==> src/rtl/hal_pkg.sv <==
package hal_pkg;
  typedef enum logic [3:0] {
    OP_NONE   = 4'd0,
    OP_INDEX  = 4'd1,
    OP_JABS   = 4'd2,
    OP_JCOND  = 4'd3,
    OP_JREL   = 4'd4,
    OP_RET    = 4'd5,
    OP_RSTV   = 4'd6,
    OP_NIBROT = 4'd7,
    OP_EXSP   = 4'd8,
    OP_ADD16  = 4'd9,
    OP_ADCSBC = 4'd10,
    OP_BITMEM = 4'd11
  } op_class_t;
endpackage

==> src/rtl/hal_addr_calc.sv <==
module hal_addr_calc #(
  parameter int AW        = 16,
  parameter int DISP_W    = 8,
  parameter int RST_W     = 3,
  parameter int RST_SHIFT = 3
) (
  input  logic [AW-1:0]     pc_next_i,
  input  logic [AW-1:0]     hl_i,
  input  logic [AW-1:0]     dst_pair_i,
  input  logic [AW-1:0]     idx_reg_i,
  input  logic [DISP_W-1:0] disp_i,
  input  logic [RST_W-1:0]  rst_idx_i,
  output logic [AW-1:0]     index_ea_o,
  output logic [AW-1:0]     rel_tgt_o,
  output logic [AW-1:0]     hl_inc_o,
  output logic [AW-1:0]     dst_inc_o,
  output logic [AW-1:0]     rst_vec_o
);
  localparam int EXT_W = AW - DISP_W;
  localparam int PAD_W = AW - RST_W - RST_SHIFT;

  logic [AW-1:0] disp_sx;

  always_comb begin
    disp_sx    = {{EXT_W{disp_i[DISP_W-1]}}, disp_i};
    index_ea_o = idx_reg_i + disp_sx;
    rel_tgt_o  = pc_next_i + disp_sx;
    hl_inc_o   = hl_i + AW'(1);
    dst_inc_o  = dst_pair_i + AW'(1);
    rst_vec_o  = {{PAD_W{1'b0}}, rst_idx_i, {RST_SHIFT{1'b0}}};
  end
endmodule

==> src/rtl/hal_src_select.sv <==
module hal_src_select #(
  parameter int AW = 16
) (
  input  logic [3:0]    op_class_i,
  input  logic          cond_i,
  input  logic [AW-1:0] imm_word_i,
  input  logic [AW-1:0] pop_word_i,
  input  logic [AW-1:0] stk_word_i,
  input  logic [AW-1:0] index_ea_i,
  input  logic [AW-1:0] rel_tgt_i,
  input  logic [AW-1:0] hl_inc_i,
  input  logic [AW-1:0] dst_inc_i,
  input  logic [AW-1:0] rst_vec_i,
  output logic          load_o,
  output logic [AW-1:0] value_o,
  output logic          bit_test_o
);
  import hal_pkg::*;

  always_comb begin
    load_o     = 1'b0;
    value_o    = '0;
    bit_test_o = 1'b0;
    unique case (op_class_i)
      OP_INDEX:  begin load_o = 1'b1;   value_o = index_ea_i; end
      OP_JABS:   begin load_o = 1'b1;   value_o = imm_word_i; end
      OP_JCOND:  begin load_o = 1'b1;   value_o = imm_word_i; end
      OP_JREL:   begin load_o = cond_i; value_o = rel_tgt_i;  end
      OP_RET:    begin load_o = cond_i; value_o = pop_word_i; end
      OP_RSTV:   begin load_o = 1'b1;   value_o = rst_vec_i;  end
      OP_NIBROT: begin load_o = 1'b1;   value_o = hl_inc_i;   end
      OP_EXSP:   begin load_o = 1'b1;   value_o = stk_word_i; end
      OP_ADD16:  begin load_o = 1'b1;   value_o = dst_inc_i;  end
      OP_ADCSBC: begin load_o = 1'b1;   value_o = hl_inc_i;   end
      OP_BITMEM: bit_test_o = 1'b1;
      default:   ;
    endcase
  end
endmodule

==> src/rtl/hal_latch_store.sv <==
module hal_latch_store #(
  parameter int AW = 16
) (
  input  logic          clk,
  input  logic          rst,
  input  logic          load_i,
  input  logic [AW-1:0] value_i,
  input  logic          dbg_wr_i,
  input  logic [AW/8-1:0] dbg_be_i,
  input  logic [AW-1:0] dbg_wdata_i,
  output logic [AW-1:0] latch_o
);
  localparam int NB = AW / 8;

  for (genvar b = 0; b < NB; b++) begin : g_byte
    always_ff @(posedge clk) begin
      if (rst) begin
        latch_o[b*8 +: 8] <= 8'h00;
      end else if (dbg_wr_i) begin
        if (dbg_be_i[b]) latch_o[b*8 +: 8] <= dbg_wdata_i[b*8 +: 8];
      end else if (load_i) begin
        latch_o[b*8 +: 8] <= value_i[b*8 +: 8];
      end
    end
  end
endmodule

==> src/rtl/hal_flag_tap.sv <==
module hal_flag_tap #(
  parameter int AW      = 16,
  parameter int BIT_HI  = 5,
  parameter int BIT_LO  = 3
) (
  input  logic          clk,
  input  logic          rst,
  input  logic          capture_i,
  input  logic [AW-1:0] latch_i,
  output logic [1:0]    flags_o
);
  localparam int HB = AW - 8;

  always_ff @(posedge clk) begin
    if (rst) begin
      flags_o <= 2'b00;
    end else if (capture_i) begin
      flags_o <= {latch_i[HB+BIT_HI], latch_i[HB+BIT_LO]};
    end
  end
endmodule

==> src/rtl/hidden_addr_latch.sv <==
module hidden_addr_latch #(
  parameter int AW        = 16,
  parameter int DISP_W    = 8,
  parameter int RST_W     = 3,
  parameter int RST_SHIFT = 3
) (
  input  logic              clk,
  input  logic              rst,
  input  logic              retire_i,
  input  logic [3:0]        op_class_i,
  input  logic              cond_i,
  input  logic [AW-1:0]     imm_word_i,
  input  logic [AW-1:0]     pc_next_i,
  input  logic [AW-1:0]     pop_word_i,
  input  logic [AW-1:0]     hl_i,
  input  logic [AW-1:0]     dst_pair_i,
  input  logic [AW-1:0]     idx_reg_i,
  input  logic [DISP_W-1:0] disp_i,
  input  logic [RST_W-1:0]  rst_idx_i,
  input  logic [AW-1:0]     stk_word_i,
  input  logic              dbg_wr_i,
  input  logic [AW/8-1:0]   dbg_be_i,
  input  logic [AW-1:0]     dbg_wdata_i,
  output logic [AW-1:0]     latch_o,
  output logic [1:0]        bit_flags_o
);
  logic [AW-1:0] index_ea, rel_tgt, hl_inc, dst_inc, rst_vec, sel_val;
  logic          sel_load, sel_bit;

  hal_addr_calc #(.AW(AW), .DISP_W(DISP_W), .RST_W(RST_W), .RST_SHIFT(RST_SHIFT)) u_calc (
    .pc_next_i(pc_next_i), .hl_i(hl_i), .dst_pair_i(dst_pair_i),
    .idx_reg_i(idx_reg_i), .disp_i(disp_i), .rst_idx_i(rst_idx_i),
    .index_ea_o(index_ea), .rel_tgt_o(rel_tgt), .hl_inc_o(hl_inc),
    .dst_inc_o(dst_inc), .rst_vec_o(rst_vec)
  );

  hal_src_select #(.AW(AW)) u_sel (
    .op_class_i(op_class_i), .cond_i(cond_i), .imm_word_i(imm_word_i),
    .pop_word_i(pop_word_i), .stk_word_i(stk_word_i), .index_ea_i(index_ea),
    .rel_tgt_i(rel_tgt), .hl_inc_i(hl_inc), .dst_inc_i(dst_inc),
    .rst_vec_i(rst_vec), .load_o(sel_load), .value_o(sel_val),
    .bit_test_o(sel_bit)
  );

  hal_latch_store #(.AW(AW)) u_store (
    .clk(clk), .rst(rst), .load_i(retire_i & sel_load), .value_i(sel_val),
    .dbg_wr_i(dbg_wr_i), .dbg_be_i(dbg_be_i), .dbg_wdata_i(dbg_wdata_i),
    .latch_o(latch_o)
  );

  hal_flag_tap #(.AW(AW)) u_flags (
    .clk(clk), .rst(rst), .capture_i(retire_i & sel_bit),
    .latch_i(latch_o), .flags_o(bit_flags_o)
  );
endmodule

==> config.mk <==
export PLATFORM = sky130hd
export DESIGN_NAME = hidden_addr_latch
export DESIGN_NICKNAME = d
export VERILOG_FILES = /design/src/rtl/hal_pkg.sv /design/src/rtl/hal_addr_calc.sv /design/src/rtl/hal_src_select.sv /design/src/rtl/hal_latch_store.sv /design/src/rtl/hal_flag_tap.sv /design/src/rtl/hidden_addr_latch.sv
export SDC_FILE = /design/constraint.sdc
export NUM_CORES = 1
export LEC_CHECK = 0
export BUFFER_PORTS_ARGS = -buffer_cell sky130_fd_sc_hd__buf_4
export CORE_ASPECT_RATIO = 2
export CORE_UTILIZATION = 50
export CTS_CLUSTER_DIAMETER = 80
export DETAILED_ROUTE_END_ITERATION = 10
export PLACE_DENSITY = 0.85
export SLEW_MARGIN = 5
export SYNTH_ARGS = -nofsm -noshare
export SYNTH_HDL_FRONTEND = slang
export SYNTH_SLANG_ARGS = --single-unit
==> constraint.sdc <==
create_clock -name clk -period 10.8 [get_ports clk]
set_input_delay 0.54 -clock clk [delete_from_list [all_inputs] [get_ports clk]]
set_output_delay 0.54 -clock clk [all_outputs]
set_load 0.03 [all_outputs]
# --- Word level (Yosys, flattened, before mapping) ---
# Index checks and enable logic that the tools add are counted.
word_totals:
  ff_bits: 18
classes:
  add_sub_neg: 4
  eq_ne: 13
  n_mux: 9
  n_bitwise: 2
  reduce_logical: 7
op_table:
  columns: ["cell", "count"]
  rows:
  - ["16-bit one-hot mux with 8 select lines", 1]
  - ["8-bit two-way mux", 6]
  - ["16-bit by 1-bit adder with 16-bit output (second input constant)", 2]
  - ["16-bit adder", 2]
  - ["4-bit by 3-bit equality test with 1-bit output (second input constant)", 4]
  - ["4-bit equality test (second input constant)", 4]
  - ["4-bit by 2-bit equality test with 1-bit output (second input constant)", 2]
  - ["8-bit OR reduction", 1]
  - ["2-bit OR reduction", 3]
  - ["4-bit by 1-bit equality test with 1-bit output (second input constant)", 1]
  - ["2-bit by 1-bit != test with 1-bit output (second input constant)", 2]
  - ["2-bit AND reduction", 2]
  - ["1-bit bitwise AND", 2]
  - ["1-bit one-hot mux with 2 select lines", 1]
  - ["2-bit nonzero test", 1]
  - ["1-bit two-way mux", 1]

# --- Longest topological paths before layout ---
depth:
  ltp_word: 6
  mapped_depth: 16
  mapped_depth_nobuf: 13

# --- By module ---
# Synthesis repeated with hierarchy kept, for this count alone.
hier_totals:
  hier_cells: 536
  area_unflattened_um2: 4149.0
modules_own_cells:
  columns: ["module", "instances", "cells_per_inst", "area_each_um2"]
  rows:
  - ["hal_addr_calc", 1, 291, 2050.7]
  - ["hal_src_select", 1, 165, 1187.4]
  - ["hal_latch_store", 1, 72, 830.8]
  - ["hal_flag_tap", 1, 6, 67.6]
  - ["hidden_addr_latch", 1, 2, 12.5]

# --- Worst setup path after synthesis ---
# OpenSTA, ideal clock, no wires.
synth_path:
  path_type: "input to register"
  startpoint: "input port op_class_i[2]"
  endpoint: "register u_store.latch_o[14]"
  setup_ps: 118
  arrival_ps: 3755
  required_time_ps: 10682
  setup_slack_ps: 6927
  stages: 13
  cell_sequence: "buf_2 -> buf_2 -> nand2b_1 -> nor3_2 -> clkbuf_1 -> mux2_2 -> ha_1 -> a21o_1 -> o41a_1 -> a21o_1 -> a221oi_1 -> xor2_1 -> o21ai_1"
synth_via:
  elab_chain_len: 6
  word_cells_on_any_way: 21
  cone_classes: "10 x eq/ne; 4 x mux; 1 x bitwise; 6 x reduce/logical"
synth_lines:
  columns: ["element", "line", "rtl"]
  rows:
  - ["start, declared", "hidden_addr_latch.sv:10", "input logic [3:0] op_class_i,"]
  - ["4-bit by 1-bit equality test with 1-bit output (tied with other cells)", "hal_src_select.sv:24", "unique case (op_class_i)"]
  - ["8-bit OR reduction (no line) or 2-bit OR reduction (tied branches)", null, null]
  - ["1-bit one-hot mux with 2 select lines", "hal_src_select.sv:24", null]
  - ["1-bit bitwise AND", "hidden_addr_latch.sv:46", ".clk(clk), .rst(rst), .load_i(retire_i & sel_load), .value_i(sel_val),"]
  - ["2-bit nonzero test (no line)", null, null]
  - ["2-bit AND reduction (no line)", null, null]
  - ["end signal, assigned by index", "hal_latch_store.sv:20", "if (dbg_be_i[b]) latch_o[b*8 +: 8] <= dbg_wdata_i[b*8 +: 8];"]
  - ["end signal, assigned by index", "hal_latch_store.sv:22", "latch_o[b*8 +: 8] <= value_i[b*8 +: 8];"]
  - ["end, declared", "hal_latch_store.sv:11", "output logic [AW-1:0] latch_o"]
# Parallel ways exist; a longest one is shown, timed or not. The select of a mux whose other input is x is not followed.
# A chain may end at the register's enable or synchronous reset.

# --- Worst setup path after layout ---
layout_path:
  startpoint: "input port op_class_i[3]"
  endpoint: "register u_store.latch_o[11]"
# The elaborated chain is that of the path after synthesis.

==> flow_summary.json <==
{
  "status": "finished, final reports clean",
  "core_region_area_um2": 6060,
  "clock_sinks": 18,
  "ant_nets": 0,
  "cap_viol_max_count": 0,
  "synth.yosys.seq_area_share_pct": 11.5,
  "p_int_mw": 0.213,
  "synth_area_leaders": "dfxtp_1, ha_1, mux2_2",
  "portBuffers": 167,
  "max_slew_margin_pct": 26.5,
  "yosysTopAreaCellShare_pct": 11.5,
  "fin_nets": 732,
  "combPwrFrac_pct": 57.2,
  "initial_core_util_pct": 51.9,
  "synth_edf_count": 0,
  "clock_power_share_pct": 21.0,
  "r2r_start": "u_store.latch_o[14]",
  "drt-initial-drc-count": 377,
  "cts_max_level": 1,
  "synth_top_area_cell": "dfxtp_1",
  "gr-total-overflow": 0,
  "grt_usage_pct": 38.6,
  "p_seq_share_pct": 21.8,
  "area_growth_pct": 42.6,
  "maxSlewViolCount": 0,
  "hold_buffers": 0,
  "hp-class": "reg2reg",
  "setup_slack_ns": 7.28,
  "hpwl_um": 10800,
  "finalSetupViolCount": 0,
  "min_period_ns": 3.52,
  "hold_violations": 0,
  "synth_flop_cell": "dfxtp_1",
  "p_per_area_nw_per_um2": 77.5,
  "dieHeight_um": 114,
  "ff2ff_setup_slack_ns": 9.80,
  "max_freq_ghz": 0.284,
  "cp.required_ns": 10.89,
  "synthArstFlopShare_pct": 0,
  "cp-end-kind": "register",
  "crit_start": "op_class_i[3]",
  "grt_max_degree": 30,
  "post_drt_wl_per_cell_um": 20.3,
  "avgViaCountPerCell": 6.47,
  "worst_r2r_path_depth": 3,
  "yosysUniqueCellTypes": 65,
  "rsz0062_at_grt": "false",
  "fillers": 519,
  "cts_buffers": 3,
  "worstReg2RegEnd": "u_store.latch_o[14]",
  "cts_setup_buffers": 0,
  "synthCells": 412,
  "switching_share_pct": 38.6,
  "pre_cts_ws_ns": 7.10,
  "vias": 4169,
  "endpoint": "u_store.latch_o[11]",
  "drive_gt1_share_pct": 36.1,
  "drc_errors": 0,
  "arrival_ns": 3.61,
  "ys_warn_count": 0,
  "cts_tree": "built",
  "syn_nets": 582,
  "fin_skew_ns": 0.000542,
  "cts_max_path_buffers": 2,
  "fin_crit_sh_pct": 32.6,
  "die_area_um2": 6630,
  "switchingPower_mw": 0.134,
  "synth_area_um2": 3140,
  "path_clk_slew_ns": 0.05,
  "clkLatencyLatePin_ns": 0.25,
  "grt_first_pass_wirelength_um": 19500,
  "hold_depth": 2,
  "drt_first_pass_iters": 8,
  "n_antenna_cell": 0,
  "finalWirelength_um": 13100,
  "cts_resized": 0,
  "synth_commonest_cells": "nand2_1, nor2_1, a21oi_1",
  "peakVddDrop_v": 0.0000492,
  "die_w_um": 58.1,
  "yosysMostFrequentCell": "nand2_1",
  "setup_tns_ns": 0,
  "gp_congestion": 0.986,
  "ys_seq_elements": 18,
  "crit_path_max_fanout": 18,
  "grt_antenna_before_repair": 0,
  "worstMarginPinSlew_ns": 1.10,
  "root_buffer": "clkbuf_16",
  "grt_pass1_vias": 3982,
  "avgSynthCellArea_um2": 7.63,
  "ioPinCount": 168,
  "crit_type": "in2reg",
  "rows": 40,
  "p_leak_nw": 1.96,
  "cp-start-kind": "primary input"
}
## state kept, by name, summed over array words and instances, names as in the netlist
signal           count
u_flags.flags_o      2
u_store.latch_o     16
## cells by family after synthesis
group                    Yosys count  share of synthesized area, %
multiplexers                      33                          11.3
flip-flops                        18                          11.5
AO/OA/AOI/OAI                    145                          34.4
adder cells (fa/ha/maj)           20                          8.20
XOR/XNOR                          32                          8.91
buffers and inverters             29                          4.06
AND/OR/NAND/NOR                  135                          21.6
## routing by layer
layer  global-route usage [%]  wire length, µm
met1                     36.7             4110
met2                     75.1             7170
met3                     4.18              902
met4                     23.0              884
met5                        0                0
## per-stage QoR
| stage | total power, mW | std cells | util (%) | hold slack [ns] | area, µm² |
|---|---|---|---|---|---|
| finish | 0.347 | 644 | 74.0 | 0.480 | 4480 |
| global route | 0.362 | 644 | 74.0 | 0.505 | 4480 |
| CTS | 0.343 | 644 | 74.0 | 0.480 | 4480 |
| detailed placement | 0.270 | 641 | 72.8 | 0.473 | 4410 |
| global placement | 0.268 | 641 | 72.8 | 0.467 | 4410 |
| floorplan | 0.186 | 412 | - | 0.592 | 3140 |
## critical path: stages
cell,delay (ns)
buf_4,0.17
nand2b_1,0.24
nor3_2,0.15
buf_4,0.27
mux2_2,0.38
ha_1,0.28
a21o_1,0.14
nand4_1,0.17
a31oi_1,0.45
a31oi_1,0.22
xnor2_1,0.17
a221oi_1,0.35
a2111oi_2,0.08
## worst min path at each step
stage / to / startpoint / slack [ns]
floorplan: u_store.latch_o[4] / u_store.latch_o[4] / 0.59
global placement: u_store.latch_o[4] / u_store.latch_o[4] / 0.47
detailed placement: u_store.latch_o[4] / u_store.latch_o[4] / 0.47
CTS: u_store.latch_o[4] / u_store.latch_o[4] / 0.48
global route: u_store.latch_o[4] / u_store.latch_o[4] / 0.50
finish: u_store.latch_o[4] / u_store.latch_o[4] / 0.48
## power by group through the flow
stage | Clock (mW) | Sequential, mW | Combinational, mW
floorplan | 0 | 0.0863 | 0.0998
global placement | 0 | 0.0767 | 0.191
detailed placement | 0 | 0.0769 | 0.193
CTS | 0.0729 | 0.0756 | 0.195
global route | 0.0753 | 0.0759 | 0.211
finish | 0.0730 | 0.0757 | 0.199
## area by class of cell
| class | instances | area, µm² | area share [%] |
|---|---|---|---|
| repair buffers | 169 | 1270 | 28.3 |
| multi-input cells | 365 | 2660 | 59.2 |
| well taps | 84 | 105 | 2.34 |
| inverters | 5 | 18.8 | 0.419 |
| clock buffers | 3 | 75.1 | 1.67 |
| flip-flops and latches | 18 | 360 | 8.04 |
## placed cells by master, fill, tap and decap left out, types with 9 or more instances in the layout
master / netlist / final
buf_4: 2 / 169
nand2_1: 42 / 42
nor2_1: 33 / 33
a21oi_1: 30 / 30
xnor2_1: 19 / 19
ha_1: 19 / 19
dfxtp_1: 18 / 18
mux2_2: 17 / 17
mux2i_1: 15 / 15
a22oi_1: 15 / 15
xor2_1: 13 / 13
a31oi_1: 12 / 12
a21o_1: 10 / 10
nand4_1: 10 / 10
nand3_1: 10 / 10
nor2b_1: 9 / 9
o21ai_0: 9 / 9
Power figures use the tool's default switching activity.
